File: config.mk
export PLATFORM = sky130hd
export DESIGN_NAME = strbport
export DESIGN_NICKNAME = d
export VERILOG_FILES = /design/src/rtl/strbport_pkg.sv /design/src/rtl/strbport_sync.sv /design/src/rtl/strbport_frame.sv /design/src/rtl/strbport_regs.sv /design/src/rtl/strbport.sv
export SDC_FILE = /design/constraint.sdc
export NUM_CORES = 2
export LEC_CHECK = 0
export BUFFER_PORTS_ARGS = -buffer_cell sky130_fd_sc_hd__buf_2
export CORE_MARGIN = 5
export CORE_UTILIZATION = 25
export CTS_CLUSTER_DIAMETER = 50
export DETAILED_ROUTE_END_ITERATION = 7
export SKIP_CTS_REPAIR_TIMING = 1
export SLEW_MARGIN = 20
export SYNTH_ARGS = -nofsm -noshare
export SYNTH_HDL_FRONTEND = slang
export SYNTH_SLANG_ARGS = --single-unit
File: constraint.sdc
create_clock -name clk -period 3.1 [get_ports clk]
set_input_delay 0.31 -clock clk [delete_from_list [all_inputs] [get_ports clk]]
set_output_delay 0.31 -clock clk [all_outputs]
set_load 0.02 [all_outputs]
File: src/rtl/strbport_pkg.sv
package strbport_pkg;
  localparam int ADDR_W  = 8;
  localparam int DATA_W  = 8;
  localparam int FRAME_W = ADDR_W + DATA_W;
  localparam int CNT_W   = $clog2(FRAME_W);

  // Append one serial bit to the bits gathered so far (MSB first).
  function automatic logic [FRAME_W-1:0] ser_next(input logic [FRAME_W-2:0] sofar,
                                                  input logic bit_in);
    return {sofar, bit_in};
  endfunction

  // True when this edge is the last one of a frame.
  function automatic logic frame_last(input logic serial, input logic [CNT_W-1:0] cnt);
    if (serial) return cnt == CNT_W'(FRAME_W - 1);
    else        return cnt == CNT_W'(1);
  endfunction
endpackage

File: src/rtl/strbport_sync.sv
module strbport_sync #(
  parameter int W      = 1,
  parameter int STAGES = 2
) (
  input  logic         clk,
  input  logic         rst_n,
  input  logic [W-1:0] d_async,
  output logic [W-1:0] d_sync
);
  logic [W-1:0] stage_q [STAGES];

  generate
    for (genvar s = 0; s < STAGES; s++) begin : g_stage
      if (s == 0) begin : g_first
        always_ff @(posedge clk or negedge rst_n)
          if (!rst_n) stage_q[0] <= '0;
          else        stage_q[0] <= d_async;
      end else begin : g_next
        always_ff @(posedge clk or negedge rst_n)
          if (!rst_n) stage_q[s] <= '0;
          else        stage_q[s] <= stage_q[s-1];
      end
    end
  endgenerate

  assign d_sync = stage_q[STAGES-1];
endmodule

File: src/rtl/strbport_frame.sv
module strbport_frame
  import strbport_pkg::*;
(
  input  logic              clk,
  input  logic              rst_n,
  input  logic              strb_s,
  input  logic              hclk_s,
  input  logic [DATA_W-1:0] hdat_s,
  input  logic              serial,
  output logic              pulse,
  output logic [ADDR_W-1:0] c_addr,
  output logic [DATA_W-1:0] c_data
);
  logic               hclk_q;
  logic               rise;
  logic [CNT_W-1:0]   cnt;
  logic [FRAME_W-2:0] sh;
  logic [FRAME_W-1:0] full;
  logic               last;

  assign rise = hclk_s & ~hclk_q;
  assign full = ser_next(sh, hdat_s[0]);
  assign last = frame_last(serial, cnt);

  always_ff @(posedge clk or negedge rst_n)
    if (!rst_n) hclk_q <= 1'b0;
    else        hclk_q <= hclk_s;

  always_ff @(posedge clk or negedge rst_n) begin
    if (!rst_n) begin
      cnt    <= '0;
      sh     <= '0;
      pulse  <= 1'b0;
      c_addr <= '0;
      c_data <= '0;
    end else if (!strb_s) begin
      cnt   <= '0;
      sh    <= '0;
      pulse <= 1'b0;
    end else begin
      pulse <= 1'b0;
      if (rise) begin
        if (last) begin
          pulse <= 1'b1;
          cnt   <= '0;
          if (serial) begin
            c_addr <= full[FRAME_W-1:DATA_W];
            c_data <= full[DATA_W-1:0];
          end else begin
            c_addr <= sh[ADDR_W-1:0];
            c_data <= hdat_s;
          end
        end else begin
          cnt <= cnt + 1'b1;
          if (serial) sh <= full[FRAME_W-2:0];
          else        sh <= {{(FRAME_W-1-ADDR_W){1'b0}}, hdat_s};
        end
      end
    end
  end

  assert_pulse_single_R7: assert property (@(posedge clk) disable iff (!rst_n)
    pulse |=> !pulse);
  assert_pulse_from_edge_R5: assert property (@(posedge clk) disable iff (!rst_n)
    pulse |-> ($past(rise) && $past(strb_s)));
  assert_abort_clears_R6: assert property (@(posedge clk) disable iff (!rst_n)
    $fell(strb_s) |=> (cnt == '0));
endmodule

File: src/rtl/strbport_regs.sv
module strbport_regs
  import strbport_pkg::*;
#(
  parameter int DEPTH = 1 << ADDR_W
) (
  input  logic              clk,
  input  logic              rst_n,
  input  logic              we,
  input  logic [ADDR_W-1:0] waddr,
  input  logic [DATA_W-1:0] wdata,
  input  logic [ADDR_W-1:0] raddr,
  output logic [DATA_W-1:0] rdata
);
  logic [DATA_W-1:0]       mem [DEPTH];
  logic [DEPTH*DATA_W-1:0] mem_flat;

  always_ff @(posedge clk or negedge rst_n) begin
    if (!rst_n) begin
      for (int i = 0; i < DEPTH; i++) mem[i] <= '0;
    end else if (we) begin
      mem[waddr] <= wdata;
    end
  end

  generate
    for (genvar g = 0; g < DEPTH; g++) begin : g_flat
      assign mem_flat[g*DATA_W +: DATA_W] = mem[g];
    end
  endgenerate

  assign rdata = mem[raddr];

  assert_hold_without_write_R9: assert property (@(posedge clk) disable iff (!rst_n)
    !we |=> $stable(mem_flat));
  assert_write_lands_R7: assert property (@(posedge clk) disable iff (!rst_n)
    we |=> (mem[$past(waddr)] == $past(wdata)));
endmodule

File: src/rtl/strbport.sv
module strbport
  import strbport_pkg::*;
(
  input  logic              clk,
  input  logic              rst_n,
  input  logic              host_strobe,
  input  logic              host_clk,
  input  logic [7:0]        host_data,
  input  logic              mode_serial,
  input  logic [ADDR_W-1:0] rd_addr,
  output logic [DATA_W-1:0] rd_data,
  output logic              wr_pulse,
  output logic [ADDR_W-1:0] wr_addr,
  output logic [DATA_W-1:0] wr_data
);
  localparam int SYNC_W = 2 + DATA_W;

  logic [SYNC_W-1:0] raw_in;
  logic [SYNC_W-1:0] syn_out;
  logic              strb_s;
  logic              hclk_s;
  logic [DATA_W-1:0] hdat_s;

  assign raw_in = {host_strobe, host_clk, host_data};
  assign {strb_s, hclk_s, hdat_s} = syn_out;

  strbport_sync #(.W(SYNC_W), .STAGES(2)) u_sync (
    .clk(clk), .rst_n(rst_n), .d_async(raw_in), .d_sync(syn_out)
  );

  strbport_frame u_frame (
    .clk(clk), .rst_n(rst_n), .strb_s(strb_s), .hclk_s(hclk_s),
    .hdat_s(hdat_s), .serial(mode_serial),
    .pulse(wr_pulse), .c_addr(wr_addr), .c_data(wr_data)
  );

  strbport_regs u_regs (
    .clk(clk), .rst_n(rst_n), .we(wr_pulse), .waddr(wr_addr), .wdata(wr_data),
    .raddr(rd_addr), .rdata(rd_data)
  );

  assert_reset_quiet_R1: assert property (@(posedge clk) disable iff (!rst_n)
    $rose(rst_n) |-> !wr_pulse);
endmodule

## Word-level counts from Yosys, hierarchy flattened

Index checks and enable logic that the tools add are counted.

- Flip-flop bits (word level): 2105
- Latch bits: 0
- RAM bits: 0
- Bits in read-only memories: 0
- Input bits: 21
- Word-level logic and storage cells: 298
- Memories kept: 0

- Add/subtract/negate cells: 1
- Multiply operators: 0
- Divide/modulo/power cells: 0
- Order comparisons: 3
- Equal/unequal tests: 4
- Shift operators: 0
- Muxes and demuxes: 19
- Bitwise operators: 4
- Reduce and logical (&&, ||, !) cells: 3

Operator list:

| operator | number |
|---|---|
| $bwmux W2048 | 1 |
| $bmux W8 S8 | 1 |
| $demux W8 S8 | 1 |
| $mux W15 | 4 |
| $mux W8 | 5 |
| $ge A9 B9 Y1 const B | 2 |
| $not A8 Y9 | 2 |
| $mux W4 | 3 |
| $lt A9 B1 Y1 const B | 1 |
| $add A4 B1 Y4 const B | 1 |
| $eq A4 B1 Y1 const B | 1 |
| $eq A4 B4 Y1 const B | 1 |
| $mux W1 | 4 |
| $reduce_and A3 Y1 | 1 |
| $ne A2 B1 Y1 const B | 1 |
| $ne A2 B2 Y1 const B | 1 |
| $reduce_and A2 Y1 | 1 |
| $and A1 B1 Y1 | 1 |
| $logic_and A1 B1 Y1 | 1 |
| $not A1 Y1 | 1 |

## Logic depth before layout (Yosys ltp)

- Depth in word-level cells: 6
- Gate-level depth with buffers: 12

## By module

Synthesis repeated with hierarchy kept, for this count alone.

- Cell total of the unflattened synthesis: 6292
- Area total of the unflattened synthesis: 96138.5 um2

Modules (own cells, without submodules):

| module | times used | cells each | area an instance (um2) | seq. area each (um2) |
|---|---|---|---|---|
| strbport_regs | 1 | 6068 | 93414.6 | 51249.2 |
| strbport_frame | 1 | 194 | 2148.3 | 925.9 |
| strbport_sync | 1 | 30 | 575.6 | 500.5 |

## Worst setup path after synthesis

No wires, ideal clock.

- Path kind: input -> output
- Start point: input port rd_addr[0]
- End point: output port rd_data[6]
- Arrival time: 2429 ps
- Slack: 361 ps
- Cell stages on the path: 12
- Buffers on the path: 6
- Path through: buf_6 -> buf_12 -> buf_12 -> buf_12 -> buf_12 -> buf_8 -> mux2i_1 -> o22ai_1 -> a21oi_1 -> a211oi_1 -> nor3_1 -> nor4_1

- Longest elaborated chain between the ends: 4

RTL lines:

| what | line | source |
|---|---|---|
| from (decl) | strbport.sv:10 | `input logic [ADDR_W-1:0] rd_addr,` |
| $not A8 Y9 (not written as such) | strbport_regs.sv:31 | `assign rdata = mem[raddr];` |
| $bmux W8 S8 | strbport_regs.sv:31 |  |
| $mux W8 (not written as such) (2 in series) | strbport_regs.sv:31 |  |
| to (decl) | strbport.sv:11 | `output logic [DATA_W-1:0] rd_data,` |

Every way passes these cells. The select of a mux whose other input is x is not followed.

## Worst setup path in the final report

- Start point: register u_regs.mem[803] (netlist name)
- End point: output port rd_data[3]

- Longest elaborated chain between the ends: 3

RTL lines:

| what | line | source |
|---|---|---|
| from (decl) | strbport_regs.sv:14 | `logic [DATA_W-1:0] mem [DEPTH];` |
| from (signal, indexed assignment) | strbport_regs.sv:21 | `mem[waddr] <= wdata;` |
| $bmux W8 S8 | strbport_regs.sv:31 |  |
| $mux W8 (not written as such) (2 in series) | strbport_regs.sv:31 |  |

Every way passes these cells. The select of a mux whose other input is x is not followed.

==> results_dict.tcl <==
set metrics [dict create \
    synthTopCellsByArea "dfrtp_1 55%, mux2_2 24%, mux4_2 11%, mux2i_1 1.5%, clkbuf_1 1.4%" \
    synth.avg_cell_area_um2 15.3 \
    synth-edff-count 0 \
    crit_type "flip-flop to output port" \
    whs_path_depth 3 \
    critPathMaxStageDelay_ns 0.50 \
    crit_end "rd_data[3]" \
    cp_max_fo 2 \
    peakVddDrop_mv 0.424 \
    skew_ns 0.113 \
    drv_cap 0 \
    async_reset_ff_share_pct 100 \
    die_area_mm2 0.393 \
    tightest_slew_ns 1.19 \
    firstDrtPassIters 5 \
    met1_usage_pct 17.8 \
    rsz0062_at_grt "true" \
    cts_buffer_depth 4 \
    cp-startpoint "u_regs.mem[803]" \
    ys_seq_area_share_pct 55.4 \
    final_net_count 6800 \
    holdCritPathClass "primary input to flip-flop" \
    synth_flop_cell "dfrtp_1" \
    antenna_found_initial 6 \
    placed_cells 11516 \
    stdcell_count 12000 \
    mostFrequentLayoutCells "2097 x dfrtp_1, 2052 x mux2_2, 606 x buf_4" \
    start_kind "flip-flop" \
    path_clk_slew_ns 0.05 \
    yosysWarningCount 0 \
    status "complete, but fails checks" \
    final_common_cell "dfrtp_1" \
    critPathSlowestCell "mux4_2" \
    synth_top_area_share_pct 55.4 \
    drive_gt1_share_pct 54.8 \
    cp.depth 8 \
    syn_inst 6214 \
    num_rows 226 \
    rrSetupSlack_ns -0.01 \
    wirelength_um 272000 \
    place_congestion 0.836 \
    drv_slew 0 \
    cts_made_buffers 268 \
    maxSlewHeadroom_pct 20.6 \
    r2r_cells 4 \
    cp_top_family "buffers and inverters" \
    max_clock_freq_ghz 0.277 \
    port_buffers 45 \
    post-place-ws_ns -1.07 \
    drc 0 \
    power_leakage_nw 54.1 \
    grt_pass1_vias 62370 \
    avgRoutedWirePerCell_um 22.6 \
    grt_pass1_wl_um 413000 \
    track_usage_pct 13.6 \
    use_met2_pct 22.6 \
    powerDensity_mw_per_mm2 553 \
    ys_ff_latch 2105 \
    dieHeight_um 627 \
    grt_max_degree 186 \
    start_util_pct 25.1 \
    setup_violations 17 \
    r2r_end "u_regs.mem[346]" \
    cpMostUsedCell "buf_4" \
    pin_count 46 \
    synth.distinct_cells 61 \
    routed_via_density 4.76 \
    violations "negative setup slack" \
    vias 57173 \
    post-route-min-period_ns 3.61 \
    grt.overflow.total 0 \
    cts_sinks 2105 \
    die_width_um 627 \
    insertion_delay_ns 0.91 \
    cp.arrival_ns 3.30 \
    finalHoldViolations 0 \
    crit_chain "mux4_2 > a22oi_2 > a21oi_2 > buf_4 > nor4_4 > buf_4 > nor4_4 > buf_4" \
    cts_tree "done" \
    final_util_pct 30.6 \
    grt_use_met3_pct 2.28 \
    r2r_start "u_frame.c_addr[6]" \
    syn_to_final_growth_pct 22.1 \
    drt_iter0_markers 4087 \
    critical_path_required_ns 2.79 \
    cts_root_buffer "clkbuf_16" \
    syn_area_mm2 0.0951 \
    syn_nets 6236 \
    h-tree-depth 5 \
    finalCritPeriodShare_pct 116 \
    drtAntennaViolNets 0 \
    crit_path_end_kind "output port" \
    busiest_layer "met2" \
    dp_hpwl_um 184000 \
    cp_num_buf_inv 3 \
    layout_setup_ws_ns -0.508 \
    core_mm2 0.379 \
    synth_top_area_cell "dfrtp_1" \
]
-- metrics by stage --
stage	cell area, µm²	power (mW)	hold slack, ns	TNS (ns)
after floorplan	95100	30.0	0.0144	0
after global placement	106000	32.3	0.250	-7.25
after detailed placement	106000	32.4	0.247	-7.00
after CTS	115000	64.9	-0.670	-8.22
after global routing	116000	66.3	0.0486	-3.60
final	116000	64.1	0.0571	-3.10
-- power breakdown --
| group | leakage, nW | switching [mW] | internal (mW) |
|---|---|---|---|
| combinational | 20.3 | 2.91 | 1.18 |
| clock | 4.47 | 12.6 | 19.6 |
| sequential | 29.4 | 0.316 | 27.5 |
-- how the worst min path moves through the flow --
| stage | from | end | slack, ns |
|---|---|---|---|
| 3_3_place_gp | rst_n | u_regs.mem[2026] | 0.25 |
| 3_5_place_dp | rst_n | u_regs.mem[2026] | 0.25 |
| 2_1_floorplan | rst_n | u_frame.c_addr[0] | 0.01 |
| 6_report | mode_serial | u_frame.sh[9] | 0.06 |
| 5_1_grt | mode_serial | u_frame.sh[9] | 0.05 |
| 4_1_cts | rst_n | u_regs.mem[2026] | -0.67 |
-- Yosys cell counts, types with 9 or more instances --
library cell / instances
a21oi_1: 111
a22o_1: 10
nor2_1: 229
o22ai_1: 42
buf_1: 9
nor2b_1: 13
nand2_1: 154
dfrtp_1: 2105
buf_6: 29
nor3_1: 37
o221ai_1: 34
o21ai_0: 33
a22oi_1: 162
nand3_1: 17
buf_2: 49
a221oi_1: 14
nor4_1: 15
o21ai_1: 10
mux2_2: 2054
nand2b_1: 19
clkbuf_1: 348
mux2i_1: 142
buf_4: 27
mux4_2: 446
-- layout make-up --
| type | instances | area [µm²] |
|---|---|---|
| fill | 37053 | 263000 |
| sequential | 2105 | 52700 |
| multi-input combinational | 3629 | 40800 |
| clock buffer | 340 | 7430 |
| timing repair buffer | 769 | 7090 |
| tap | 5016 | 6280 |
| clock inverter | 130 | 1760 |
| inverter | 5 | 18.8 |
| antenna | 6 | 15.0 |
-- metal layers --
| metal | vias to the layer above | share of wire [%] | wire length [µm] |
|---|---|---|---|
| met5 | - | 0 | 0 |
| met4 | 0 | 3.8 | 10300 |
| met3 | 430 | 4.7 | 12700 |
| met2 | 1320 | 49 | 133000 |
| met1 | 31039 | 43 | 116000 |
| li1 | 24384 | - | - |
-- flip-flops by register name (all words and copies together) (netlist names) --
register,flops
u_sync.d_sync,10
u_sync.stage_q,10
u_regs.mem,2048
u_frame.c_data,8
u_frame.cnt,4
u_frame.sh,15
u_frame.c_addr,8
u_frame.hclk_q,1
u_frame.pulse,1
-- worst reg2reg max path, cell delays in order (launching register included) --
cell,delay [ns]
dfrtp_1,0.82
nand2_1,0.24
nor2_1,0.95
nand2_1,0.63
mux2_2,0.44
-- cells by family after synthesis --
kind of cell / count (synthesis) / share of synthesized area [%]
muxes: 2642 / 36.4
and+or+nand+nor: 525 / 2.42
DFF: 2105 / 55.4
xor gates and xnor gates: 2 / 0.0184
buffers and inverters: 480 / 2.48
adders and majority gates: 1 / 0.0132
AOI/OAI and AO/OA: 459 / 3.28
(Power assumes the default switching activity.)
